[config.mk]
export PLATFORM = sky130hd
export DESIGN_NAME = track_jump_seq
export DESIGN_NICKNAME = d
export VERILOG_FILES = /design/src/rtl/trkjmp_pkg.sv /design/src/rtl/trkjmp_cross_det.sv /design/src/rtl/trkjmp_cmd_dec.sv /design/src/rtl/trkjmp_phase_ctl.sv /design/src/rtl/track_jump_seq.sv
export SDC_FILE = /design/constraint.sdc
export NUM_CORES = 1
export LEC_CHECK = 0
export ABC_AREA = 1
export BUFFER_PORTS_ARGS = -buffer_cell sky130_fd_sc_hd__buf_2
export CAP_MARGIN = 20
export CORE_AREA = 2 2 90 92
export CTS_CLUSTER_SIZE = 10
export DETAILED_ROUTE_END_ITERATION = 10
export DIE_AREA = 0 0 92 94
export GPL_ROUTABILITY_DRIVEN = 0
export PLACE_DENSITY = 0.75
export SLEW_MARGIN = 5
export SYNTH_ARGS = -nofsm -noshare
export SYNTH_HDL_FRONTEND = slang
export SYNTH_SLANG_ARGS = --single-unit
[constraint.sdc]
create_clock -name clk -period 2.57 [get_ports clk]
set_input_delay 0.6425 -clock clk [delete_from_list [all_inputs] [get_ports clk]]
set_output_delay 0.6425 -clock clk [all_outputs]
set_load 0.02 [all_outputs]
[src/rtl/trkjmp_pkg.sv]
package trkjmp_pkg;

    typedef enum logic [2:0] {
        ST_IDLE,
        ST_ACC,
        ST_DEC,
        ST_BRK,
        ST_CHK,
        ST_CNT
    } phase_e;

    // How each phase of a jump ends: by time or by crossings
    typedef struct packed {
        logic       a_time;
        logic       b_time;
        logic       b_long;
        logic [7:0] a_trk;
        logic [7:0] b_trk;
    } jump_plan_t;

    localparam logic [2:0] K_JUMP  = 3'b001;
    localparam logic [2:0] K_CHECK = 3'b010;
    localparam logic [2:0] K_BRAKE = 3'b011;
    localparam logic [2:0] K_COUNT = 3'b100;
    localparam logic [2:0] K_MODE  = 3'b101;
    localparam logic [7:0] STOP_BYTE = 8'hFF;

    function automatic int imax(input int a, input int b);
        return (a > b) ? a : b;
    endfunction

    function automatic logic len_ok(input logic [2:0] len);
        return len <= 3'd5;
    endfunction

    function automatic jump_plan_t plan_for(input logic [2:0] len);
        jump_plan_t p;
        p = '0;
        case (len)
            3'd0: begin
                p.a_time = 1'b1;
                p.b_time = 1'b1;
            end
            3'd1: begin
                p.a_trk  = 8'd2;
                p.b_time = 1'b1;
                p.b_long = 1'b1;
            end
            default: begin
                p.a_trk = 8'd9 << (len - 3'd2);
                p.b_trk = 8'd7 << (len - 3'd2);
            end
        endcase
        return p;
    endfunction

endpackage

[src/rtl/trkjmp_cross_det.sv]
module trkjmp_cross_det (
    input  logic clk,
    input  logic rst,
    input  logic te_cmp,
    input  logic rf_ok,
    input  logic qualify,
    output logic xing
);
    logic te_q;

    always_ff @(posedge clk) begin
        if (rst) te_q <= 1'b0;
        else     te_q <= te_cmp;
    end

    assign xing = te_cmp & ~te_q & (~qualify | rf_ok);

    // one rising edge yields a single crossing
    assert_xing_single_R12: assert property (@(posedge clk) disable iff (rst)
        xing |=> !xing);

endmodule

[src/rtl/trkjmp_cmd_dec.sv]
module trkjmp_cmd_dec
    import trkjmp_pkg::*;
(
    input  logic       clk,
    input  logic       rst,
    input  logic       cmd_stb,
    input  logic       cmd_we,
    input  logic [7:0] cmd_byte,
    output logic       go_jump,
    output logic       go_check,
    output logic       go_brake,
    output logic       go_count,
    output logic       go_reset,
    output logic       cmd_dir,
    output logic [2:0] cmd_len,
    output logic [8:0] count_n,
    output logic       qualify
);
    logic       stb_q, await_n, have_n, qual_q;
    logic [8:0] n_reg;
    logic [2:0] kind;
    logic       fmt_ok, plain, stb_fall;

    assign kind     = cmd_byte[7:5];
    assign cmd_dir  = cmd_byte[4];
    assign cmd_len  = cmd_byte[2:0];
    assign fmt_ok   = ~cmd_byte[3];
    assign plain    = cmd_we & ~await_n;
    assign stb_fall = stb_q & ~cmd_stb;

    assign go_reset = plain & (cmd_byte == STOP_BYTE);
    assign go_jump  = plain & fmt_ok & (kind == K_JUMP) & len_ok(cmd_len);
    assign go_check = plain & fmt_ok & (kind == K_CHECK);
    assign go_brake = plain & fmt_ok & (kind == K_BRAKE);
    assign go_count = stb_fall & have_n;
    assign count_n  = n_reg;
    assign qualify  = qual_q;

    always_ff @(posedge clk) begin
        if (rst) begin
            stb_q   <= 1'b0;
            await_n <= 1'b0;
            have_n  <= 1'b0;
            qual_q  <= 1'b0;
            n_reg   <= '0;
        end else begin
            stb_q <= cmd_stb;
            if (cmd_we && await_n) begin
                n_reg   <= (cmd_byte == 8'd0) ? 9'd256 : {1'b0, cmd_byte};
                await_n <= 1'b0;
                have_n  <= 1'b1;
            end else if (plain && fmt_ok && kind == K_COUNT) begin
                await_n <= 1'b1;
                have_n  <= 1'b0;
            end else if (go_reset) begin
                await_n <= 1'b0;
                have_n  <= 1'b0;
            end
            if (plain && fmt_ok && kind == K_MODE)
                qual_q <= cmd_byte[0];
            if (stb_fall) begin
                await_n <= 1'b0;
                have_n  <= 1'b0;
            end
        end
    end

    // a count starts only on the strobe's falling edge
    assert_count_on_fall_R10: assert property (@(posedge clk) disable iff (rst)
        go_count |-> ($past(cmd_stb) && !cmd_stb));

endmodule

[src/rtl/trkjmp_phase_ctl.sv]
module trkjmp_phase_ctl
    import trkjmp_pkg::*;
#(
    parameter int KICK_TICKS   = 233,
    parameter int DEC4_TICKS   = 466,
    parameter int BRAKE_TICKS  = 24000,
    parameter int CHECK_TRACKS = 256
) (
    input  logic       clk,
    input  logic       rst,
    input  logic       tick,
    input  logic       xing,
    input  logic       te_raw,
    input  logic       go_jump,
    input  logic       go_check,
    input  logic       go_brake,
    input  logic       go_count,
    input  logic       go_reset,
    input  logic       cmd_dir,
    input  jump_plan_t cmd_plan,
    input  logic [8:0] count_n,
    output logic       kick_pos,
    output logic       kick_neg,
    output logic       trk_off,
    output logic       gain_up,
    output logic       servo_hold,
    output logic       half_flag
);
    localparam int MAXL = imax(imax(KICK_TICKS, DEC4_TICKS),
                               imax(BRAKE_TICKS, imax(CHECK_TRACKS, 256)));
    localparam int CW   = $clog2(MAXL + 1);

    phase_e          state;
    jump_plan_t      plan_q;
    logic            dir_q;
    logic [8:0]      n_q;
    logic [CW-1:0]   cnt, lim;
    logic            step, last, any_go;
    logic            in_acc, in_dec, in_brk;

    assign any_go = go_jump | go_check | go_brake | go_count | go_reset;

    always_comb begin
        step = 1'b0;
        lim  = CW'(1);
        case (state)
            ST_ACC: begin
                step = plan_q.a_time ? tick : xing;
                lim  = plan_q.a_time ? CW'(KICK_TICKS) : CW'(plan_q.a_trk);
            end
            ST_DEC: begin
                step = plan_q.b_time ? tick : xing;
                lim  = !plan_q.b_time ? CW'(plan_q.b_trk) :
                       plan_q.b_long  ? CW'(DEC4_TICKS) : CW'(KICK_TICKS);
            end
            ST_BRK: begin
                step = tick;
                lim  = CW'(BRAKE_TICKS);
            end
            ST_CHK: begin
                step = xing;
                lim  = CW'(CHECK_TRACKS);
            end
            ST_CNT: begin
                step = xing;
                lim  = CW'(n_q);
            end
            default: ;
        endcase
    end

    assign last = step && (cnt == lim - CW'(1));

    always_ff @(posedge clk) begin
        if (rst) begin
            state  <= ST_IDLE;
            cnt    <= '0;
            dir_q  <= 1'b0;
            plan_q <= '0;
            n_q    <= '0;
        end else if (go_reset) begin
            state <= ST_IDLE;
            cnt   <= '0;
        end else if (go_jump) begin
            state  <= ST_ACC;
            cnt    <= '0;
            dir_q  <= cmd_dir;
            plan_q <= cmd_plan;
        end else if (go_check) begin
            state <= ST_CHK;
            cnt   <= '0;
            dir_q <= cmd_dir;
        end else if (go_brake) begin
            state <= ST_BRK;
            cnt   <= '0;
            dir_q <= cmd_dir;
        end else if (go_count) begin
            state <= ST_CNT;
            cnt   <= '0;
            n_q   <= count_n;
        end else if (step) begin
            if (last) begin
                cnt <= '0;
                case (state)
                    ST_ACC:  state <= ST_DEC;
                    ST_DEC:  state <= ST_BRK;
                    ST_CHK:  state <= ST_BRK;
                    ST_CNT:  state <= ST_CNT;
                    default: state <= ST_IDLE;
                endcase
            end else begin
                cnt <= cnt + CW'(1);
            end
        end
    end

    assign in_acc     = (state == ST_ACC);
    assign in_dec     = (state == ST_DEC);
    assign in_brk     = (state == ST_BRK);
    assign kick_pos   = (in_acc & ~dir_q) | (in_dec & dir_q);
    assign kick_neg   = (in_acc & dir_q) | (in_dec & ~dir_q);
    assign servo_hold = in_acc | in_dec;
    assign gain_up    = in_brk;
    assign trk_off    = in_acc | in_dec | (state == ST_CHK) | (state == ST_CNT)
                      | (in_brk & (te_raw ^ dir_q));
    assign half_flag  = (state == ST_CNT) && (cnt >= CW'(n_q >> 1));

    // acceleration is followed only by deceleration
    assert_acc_then_dec_R2: assert property (@(posedge clk) disable iff (rst)
        (in_acc && !any_go) |=> (state == ST_ACC || state == ST_DEC));

    // the brake ends in idle
    assert_brake_exit_R8: assert property (@(posedge clk) disable iff (rst)
        (in_brk && !any_go) |=> (state == ST_BRK || state == ST_IDLE));

    // a valid jump takes over in the next cycle
    assert_preempt_R9: assert property (@(posedge clk) disable iff (rst)
        go_jump |=> (state == ST_ACC && cnt == '0));

    // the count stays inside one round and the stop byte clears it
    assert_cnt_bound_R11: assert property (@(posedge clk) disable iff (rst)
        (state == ST_CNT) |-> (cnt < CW'(n_q)));
    assert_stop_idle_R11: assert property (@(posedge clk) disable iff (rst)
        go_reset |=> (state == ST_IDLE && !half_flag && !trk_off));

    // no tick, no progress in the brake
    assert_tick_freeze_R13: assert property (@(posedge clk) disable iff (rst)
        (in_brk && !tick && !any_go) |=> $stable(cnt));

endmodule

[src/rtl/track_jump_seq.sv]
module track_jump_seq
    import trkjmp_pkg::*;
#(
    parameter int KICK_TICKS   = 233,
    parameter int DEC4_TICKS   = 466,
    parameter int BRAKE_TICKS  = 24000,
    parameter int CHECK_TRACKS = 256
) (
    input  logic       clk,
    input  logic       rst,
    input  logic       tick,
    input  logic       cmd_stb,
    input  logic       cmd_we,
    input  logic [7:0] cmd_byte,
    input  logic       te_cmp,
    input  logic       rf_ok,
    output logic       kick_pos,
    output logic       kick_neg,
    output logic       trk_off,
    output logic       gain_up,
    output logic       servo_hold,
    output logic       half_flag
);
    logic       go_jump, go_check, go_brake, go_count, go_reset;
    logic       cmd_dir, qualify, xing;
    logic [2:0] cmd_len;
    logic [8:0] count_n;

    trkjmp_cmd_dec u_dec (
        .clk      (clk),
        .rst      (rst),
        .cmd_stb  (cmd_stb),
        .cmd_we   (cmd_we),
        .cmd_byte (cmd_byte),
        .go_jump  (go_jump),
        .go_check (go_check),
        .go_brake (go_brake),
        .go_count (go_count),
        .go_reset (go_reset),
        .cmd_dir  (cmd_dir),
        .cmd_len  (cmd_len),
        .count_n  (count_n),
        .qualify  (qualify)
    );

    trkjmp_cross_det u_xing (
        .clk     (clk),
        .rst     (rst),
        .te_cmp  (te_cmp),
        .rf_ok   (rf_ok),
        .qualify (qualify),
        .xing    (xing)
    );

    trkjmp_phase_ctl #(
        .KICK_TICKS   (KICK_TICKS),
        .DEC4_TICKS   (DEC4_TICKS),
        .BRAKE_TICKS  (BRAKE_TICKS),
        .CHECK_TRACKS (CHECK_TRACKS)
    ) u_phase (
        .clk        (clk),
        .rst        (rst),
        .tick       (tick),
        .xing       (xing),
        .te_raw     (te_cmp),
        .go_jump    (go_jump),
        .go_check   (go_check),
        .go_brake   (go_brake),
        .go_count   (go_count),
        .go_reset   (go_reset),
        .cmd_dir    (cmd_dir),
        .cmd_plan   (plan_for(cmd_len)),
        .count_n    (count_n),
        .kick_pos   (kick_pos),
        .kick_neg   (kick_neg),
        .trk_off    (trk_off),
        .gain_up    (gain_up),
        .servo_hold (servo_hold),
        .half_flag  (half_flag)
    );

endmodule

==> flow_metrics.tcl, run 1 <==
set metrics [dict create \
    worst-path-max-fanout 2 \
    p_leak_nw 2.51 \
    core_sq_mm 0.00761 \
    total_power_mw 2.15 \
    p_switching_mw 0.634 \
    status "finished with violations" \
    start_kind "register" \
    drtAntennaViolNets 0 \
    crit_family "compound AO/OA/AOI/OAI gates" \
    seqPwrFrac 0.440 \
    synth_top_area_share 0.286 \
    comb_power_share 0.159 \
    routedWlPerCell_um 15.0 \
    synthCells 632 \
    synth_area_sq_mm 0.00420 \
    io_pins 21 \
    hold_start "u_dec.qualify" \
    antenna_found_initial 0 \
    worst_setup_path_end_kind "output pin" \
    start_util 0.553 \
    root_buffer "clkbuf_8" \
    yosysTopAreaCell "dfxtp_1" \
    slew_viol_final 0 \
    cts_tree "yes" \
    layout_min_cycle_time_ps 2780 \
    final_hold_viol_count 0 \
    drt_pass1_iterations 6 \
    fmax_ghz 0.360 \
    overflow 0 \
    num_rows 32 \
    fin_nets 732 \
    grt_pass1_wl_mm 19.0 \
    crit_path_max_incr_delay_ps 330 \
    timing.final.crit_share 1.08 \
    die_area_sq_mm 0.00865 \
    vdd_ir_drop_max_mv 0.366 \
    arrival_ps 2130 \
    critical-path-slowest-cell "dfxtp_2" \
    p_sw_frac 0.295 \
    cts_buffers 9 \
    grt_pass1_vias 4093 \
    fin_skew_ps 9.77 \
    insertion_delay_ps 360 \
    maxCapViolations 0 \
    critPathBufInv 3 \
    diodes 0 \
    fin_ws_ps -205 \
    totalWireLength_mm 12.0 \
    fill_cells 609 \
    synthDistinctLibCells 41 \
    clockBufferDepth 2 \
    vias 4400 \
    ys_seq_area_frac 0.286 \
    port_buffers 20 \
    die_y_um 94 \
    clkPwrFrac 0.400 \
    cts_max_level 3 \
    clock-sinks 60 \
    crit_type "register to output pin" \
    syn_to_final_growth_pct 22.5 \
    drc_errors 0 \
    p_int_mw 1.52 \
    setup_viol 2 \
    fin_setup_tns_ps -306 \
    r2r-start "u_phase.state[1]" \
    syn_nets 668 \
    max-slew-margin-rel 0.709 \
    dp_cells 777 \
    ys_ff_latch 60 \
    cp-startpoint "u_phase.n_q[2]" \
    hold_path.class "register to register" \
    clkSlewWorstSetupHoldPaths_ps 70 \
    worstPathCellList "inv_2, ha_4, a21boi_2, o21a_1, o21a_1, o21ai_1, a21boi_1, o21ai_1, a21oi_1, o21bai_1, inv_1, buf_6" \
    grt_setup_unrepaired "yes" \
    required_ps 1930 \
    grt_usage 0.277 \
    p_per_area_mw_per_mm2 418 \
    place_hpwl_mm 8.88 \
    drtIter0Drc 363 \
    drive_above_1_share 0.271 \
    dieWidth_um 92 \
    ys_top_cells_by_area "dfxtp_1, nand2_1, inv_1" \
    failed_checks "setup timing" \
    vias_per_cell 5.48 \
    worst_pin_slew_ps 431 \
    final_cells 803 \
    grt_start_max_net_pins 22 \
    syn_avg_cell_area_sq_um 6.65 \
    yosysWarnings 0 \
]
## power by group through the flow
| stage | combinational (mW) | clock [mW] | sequential [mW] |
|---|---|---|---|
| after floorplan | 0.209 | 0 | 0.965 |
| after global placement | 0.292 | 0 | 0.967 |
| after detailed placement | 0.297 | 0 | 0.967 |
| after CTS | 0.305 | 0.861 | 0.946 |
| after global routing | 0.373 | 0.904 | 0.947 |
| final | 0.343 | 0.862 | 0.947 |
## path summary, 6_finish.rpt
kind	to	slack, ps	cells after the start
setup / recovery	half_flag	-210	12
hold / removal	u_dec.qualify	460	2
setup reg to reg	u_phase.state[0]	-100	21
hold reg to reg	u_dec.qualify	460	2
## worst min-delay path, cell delays in order, from the launching register on
cell and delay [ps]:
dfxtp_1 300, inv_1 70, a21oi_1 60
## cells in the mapped netlist (all sizes together)
| cell | n |
|---|---|
| inv | 97 |
| nor4 | 1 |
| dfxtp | 60 |
| nand3 | 72 |
| a31oi | 4 |
| clkbuf | 7 |
| nor3 | 11 |
| o21a | 2 |
| clkinv | 2 |
| xor2 | 2 |
| o211ai | 3 |
| o21ai | 47 |
| a211oi | 3 |
| o21bai | 1 |
| nand2 | 170 |
| a21oi | 41 |
| nor2 | 57 |
| a21boi | 2 |
| buf | 6 |
| a21o | 1 |
| xnor2 | 1 |
| o31ai | 1 |
| nand3b | 2 |
| o2111ai | 2 |
| o22ai | 1 |
| nand4 | 13 |
| ha | 21 |
| or2 | 2 |
## placed cells by master, fill, tap and decap left out, types with 8 or more instances in the layout
master / instances
nand2_1: 141
inv_1: 85
dfxtp_1: 52
nand3_1: 49
o21ai_0: 39
a21oi_1: 39
buf_4: 39
nor2_1: 34
nand3_2: 20
buf_2: 19
ha_1: 17
nand2_2: 15
nand2_4: 14
nand4_1: 13
nor2_2: 11
nor2_4: 11
inv_2: 10
nor3_1: 10
clkbuf_8: 9
buf_6: 8
## cells by family (layout without fill, tap and decap cells)
logic type	after synthesis	in the layout	synth area share
AOI/OAI and AO/OA	108	108	0.140
xor gates and xnor gates	3	3	0.00625
adders and majority gates	21	21	0.0625
buffers and inverters	112	181	0.108
DFF	60	60	0.286
and+or+nand+nor	328	328	0.397
## flip-flops by register name, indices dropped and copies added, names as in the netlist, 3 cells and up
signal and flops:
u_phase.plan_q 18, u_phase.state 3, u_dec.count_n 9, u_phase.cnt 15
u_phase.n_q 9
## per-stage QoR
stage,setup WS [ps],util,hold slack [ps],instance area [sq um]
global placement,-36.6,0.608,447,4620
detailed placement,-94.2,0.608,452,4620
global route,-334,0.677,492,5150
finish,-205,0.677,462,5150
floorplan,2.83,-,429,4200
CTS,-273,0.645,462,4910
## final cells by class
| cell class | instances | area (sq um) | area share |
|---|---|---|---|
| inverters | 99 | 379 | 0.0736 |
| clock inverters | 7 | 76.3 | 0.0148 |
| repair buffers | 66 | 478 | 0.0928 |
| multi-input cells | 460 | 2750 | 0.534 |
| well taps | 102 | 128 | 0.0248 |
| flip-flops and latches | 60 | 1210 | 0.236 |
| clock buffers | 9 | 124 | 0.0241 |
## repair_timing
item                                    in CTS  in global routing
cloned                                       0                  1
hold buffers                                 0                  0
setup buffers                                3                  6
resized for setup                           21                 56
endpoints found under the hold margin        0                  0
endpoints found under the setup margin      13                 19
pin swaps                                    9                 32
## per-layer routing
layer,up-vias,part of all wire,GRT usage
met5,-,0,0
met4,0,0.039,0.122
met3,44,0.055,0.0377
met2,169,0.48,0.475
met1,1996,0.43,0.348
li1,2191,-,-
(Power assumes the default switching activity.)
==> inputs of run 2 (changes only) <==
Settings changed: ABC_AREA 1 to unset, CORE_AREA 2 2 90 92 to 2 2 87 89, DIE_AREA 0 0 92 94 to 0 0 89 91, PLACE_DENSITY 0.75 to 0.76.
==> run 2 against run 1 <==
  * The run still ends with setup timing left
  * Area after synthesis down 6.8%
  * Maximum frequency shrank 12%
  * Via count down 8.9%
  * First-iteration DRC count decreased by 23%
  * Total power increased by 8.0%
  * Core utilization grew 4.0 points
  * Die area shrank 6.3%
  * Global-route usage up 1.5 points
  * Clock-buffer cell count did not move
  * Critical path type is now register to register
  * Highest routed layer unchanged
==> flow_metrics.tcl, run 2 <==
set metrics [dict create \
    fin_ws_ps -577 \
    clockBufferDepth 2 \
    holdWs_ps 466 \
    die_area_sq_mm 0.00810 \
    status "finished with violations" \
    synth_edf_count 0 \
    synthCells 489 \
    syn_nets 525 \
    synth_fa_ha_area_frac 0.0671 \
    synth_xor_area_frac 0.0626 \
    ys_ff_latch 60 \
    diodes 0 \
    failed_checks "setup timing" \
    largest_reg_flops 18 \
    drt_pass1_iterations 4 \
    overflow 0 \
    layout_min_cycle_time_ps 3150 \
    syn_avg_cell_area_sq_um 8.01 \
    arrival_ps 3380 \
    final_common_cell "buf_4" \
    slew_viol_final 0 \
    start_kind "register" \
    place_hpwl_mm 8.43 \
    fmax_ghz 0.318 \
    yosysMostFrequentCell "nor2_1" \
    r2r_cells 15 \
    yosysTopAreaCell "dfxtp_1" \
    vdd_ir_drop_max_mv 0.437 \
    max-slew-margin-rel 0.611 \
    grt_pass1_vias 3992 \
    cts_max_level 3 \
    clkSlewWorstSetupHoldPaths_ps 70 \
    total_power_mw 2.32 \
    routedWlPerCell_um 16.3 \
    grt_pass1_wl_mm 18.5 \
    synth_top_family_by_area "simple AND/OR/NAND/NOR gates" \
    final_cell_mix "buf_4, nor2_1, dfxtp_1, nand2_1, a21oi_1" \
    r2r-start "u_phase.state[1]" \
    antenna_found_initial 0 \
    p_per_area_mw_per_mm2 454 \
    synth_mux_area_frac 0.0438 \
    fin_nets 626 \
    fin_setup_tns_ps -8830 \
    drive_above_1_share 0.294 \
    grt_start_max_net_pins 43 \
    r2r_slack_ps -580 \
    worst_setup_path_end_kind "register" \
    drtIter0Drc 279 \
    drc_errors 0 \
    postCtsHoldBufs 0 \
    grt_usage 0.292 \
    root_buffer "clkbuf_8" \
    clock-sinks 60 \
    vias_per_cell 5.78 \
    hold_path.class "register to register" \
    fin_skew_ps 17.0 \
    num_rows 31 \
    fill_cells 528 \
    fin_area_sq_mm 0.00511 \
    dpl_cell_area_sq_mm 0.00475 \
    hold_depth 2 \
    grt_setup_unrepaired "yes" \
    largest_register "u_phase.plan_q" \
    io_pins 21 \
    synth_top_area_share 0.307 \
    ys_async_sr_fraction 0 \
    synthDistinctLibCells 69 \
    reg.largest.list "u_phase.plan_q (18), u_phase.cnt (15)" \
    ys_top_cells_by_count "nor2_1, dfxtp_1, nand2_1" \
    final_hold_viol_count 0 \
    timing.final.crit_share 1.22 \
    p_leak_nw 2.07 \
    synthSimpleGateAreaFrac 0.276 \
    setup_viol 19 \
    ys_top_cells_by_area "dfxtp_1, ha_1, nor2_1" \
    hold_start "u_phase.plan_q[10]" \
    synth_ff_type "dfxtp_1" \
    worst-path-max-fanout 4 \
    min_to "u_phase.plan_q[10]" \
    worst_pin_slew_ps 575 \
    port_buffers 20 \
    insertion_delay_ps 360 \
    r2r-end "u_phase.state[1]" \
    cts_buffers 9 \
    start_util 0.549 \
    ys_seq_area_frac 0.307 \
    synth_compound_area_frac 0.187 \
    crit_type "register to register" \
    core_sq_mm 0.00714 \
    yosysWarnings 0 \
    cts_tree "yes" \
    maxCapViolations 0 \
    required_ps 2800 \
    vias 4010 \
    syn_to_final_growth_pct 30.6 \
    die_y_um 91 \
    totalWireLength_mm 11.3 \
    dieWidth_um 89 \
    synth_area_sq_mm 0.00392 \
    drtAntennaViolNets 0 \
]
run 2: cell types whose count changed in the layout (fill, tap and decap cells not counted), sizes merged, moves of 7 or more:
cell / before / now
nand4: 13 / 5
o21ai: 47 / 14
nor3: 11 / 25
nand2: 170 / 50
buf: 66 / 117
inv: 99 / 22
o21a: 2 / 9
nor2b: 0 / 8
mux2i: 0 / 16
nand3: 72 / 13
xnor2: 1 / 14
nor2: 57 / 67
xor2: 2 / 14
run 2: report_power, final:
part / switching, mW / internal [mW]
clock network: 0.420 / 0.454
registers: 0.00715 / 0.938
logic: 0.272 / 0.232
total: 0.699 / 1.62
run 2: how the worst max path moves through the flow:
stage	from	end	slack [ps]	depth (start not counted)
floorplan	u_phase.state[0]	u_phase.state[1]	-490	15
global placement	u_phase.state[1]	u_phase.state[1]	-470	13
detailed placement	u_phase.state[1]	u_phase.state[1]	-610	13
CTS	u_phase.state[1]	u_phase.state[1]	-510	13
global route	u_phase.state[1]	u_phase.state[1]	-710	13
finish	u_phase.state[1]	u_phase.state[1]	-580	15
run 2: worst max-delay path, stage by stage (launching register included):
cell,delay (ps)
dfxtp_2,360
inv_1,100
ha_4,270
a21o_1,180
a2bb2oi_2,170
inv_2,70
ha_4,130
inv_1,60
o22ai_2,220
nand3_1,140
xnor2_1,170
a41o_1,270
a32o_2,260
nand4_1,100
a21oi_1,90
o41a_1,420
run 2: logic make-up after synthesis:
kind of cell	after synthesis
adder cells (fa/ha/maj)	21
XOR/XNOR	28
buffers and inverters	47
AO/OA/AOI/OAI	107
multiplexers	17
AND/OR/NAND/NOR	209
flip-flops	60
run 2: per-stage QoR:
step                std cells  utilization  setup WS, ps
floorplan                 489            -          -487
global placement          671        0.666          -465
detailed placement        671        0.666          -612
CTS                       692        0.708          -511
global route              694        0.717          -711
finish                    694        0.717          -577
run 2: final cells by class:
cell class | instances | area (sq um) | area share
Clock inverter | 7 | 75.1 | 0.0147
Inverter | 20 | 75.1 | 0.0147
Multi-Input combinational cell | 382 | 2620 | 0.513
Tap cell | 99 | 124 | 0.0242
Sequential cell | 60 | 1210 | 0.237
Clock buffer | 9 | 124 | 0.0242
Timing Repair Buffer | 117 | 883 | 0.173
run 2: what timing repair did:
item                                    CTS  global route
pin swaps                                 5             6
endpoints found under the setup margin   19            19
gates resized for setup                  18            11
setup buffers                             5             3
run 2: per-layer routing:
metal	global-route usage	vias to the layer above	routed length (um)
met5	0	-	0
met4	0.122	0	479
met3	0.0473	41	539
met2	0.504	147	5620
met1	0.353	1904	4710
li1	-	1918	-
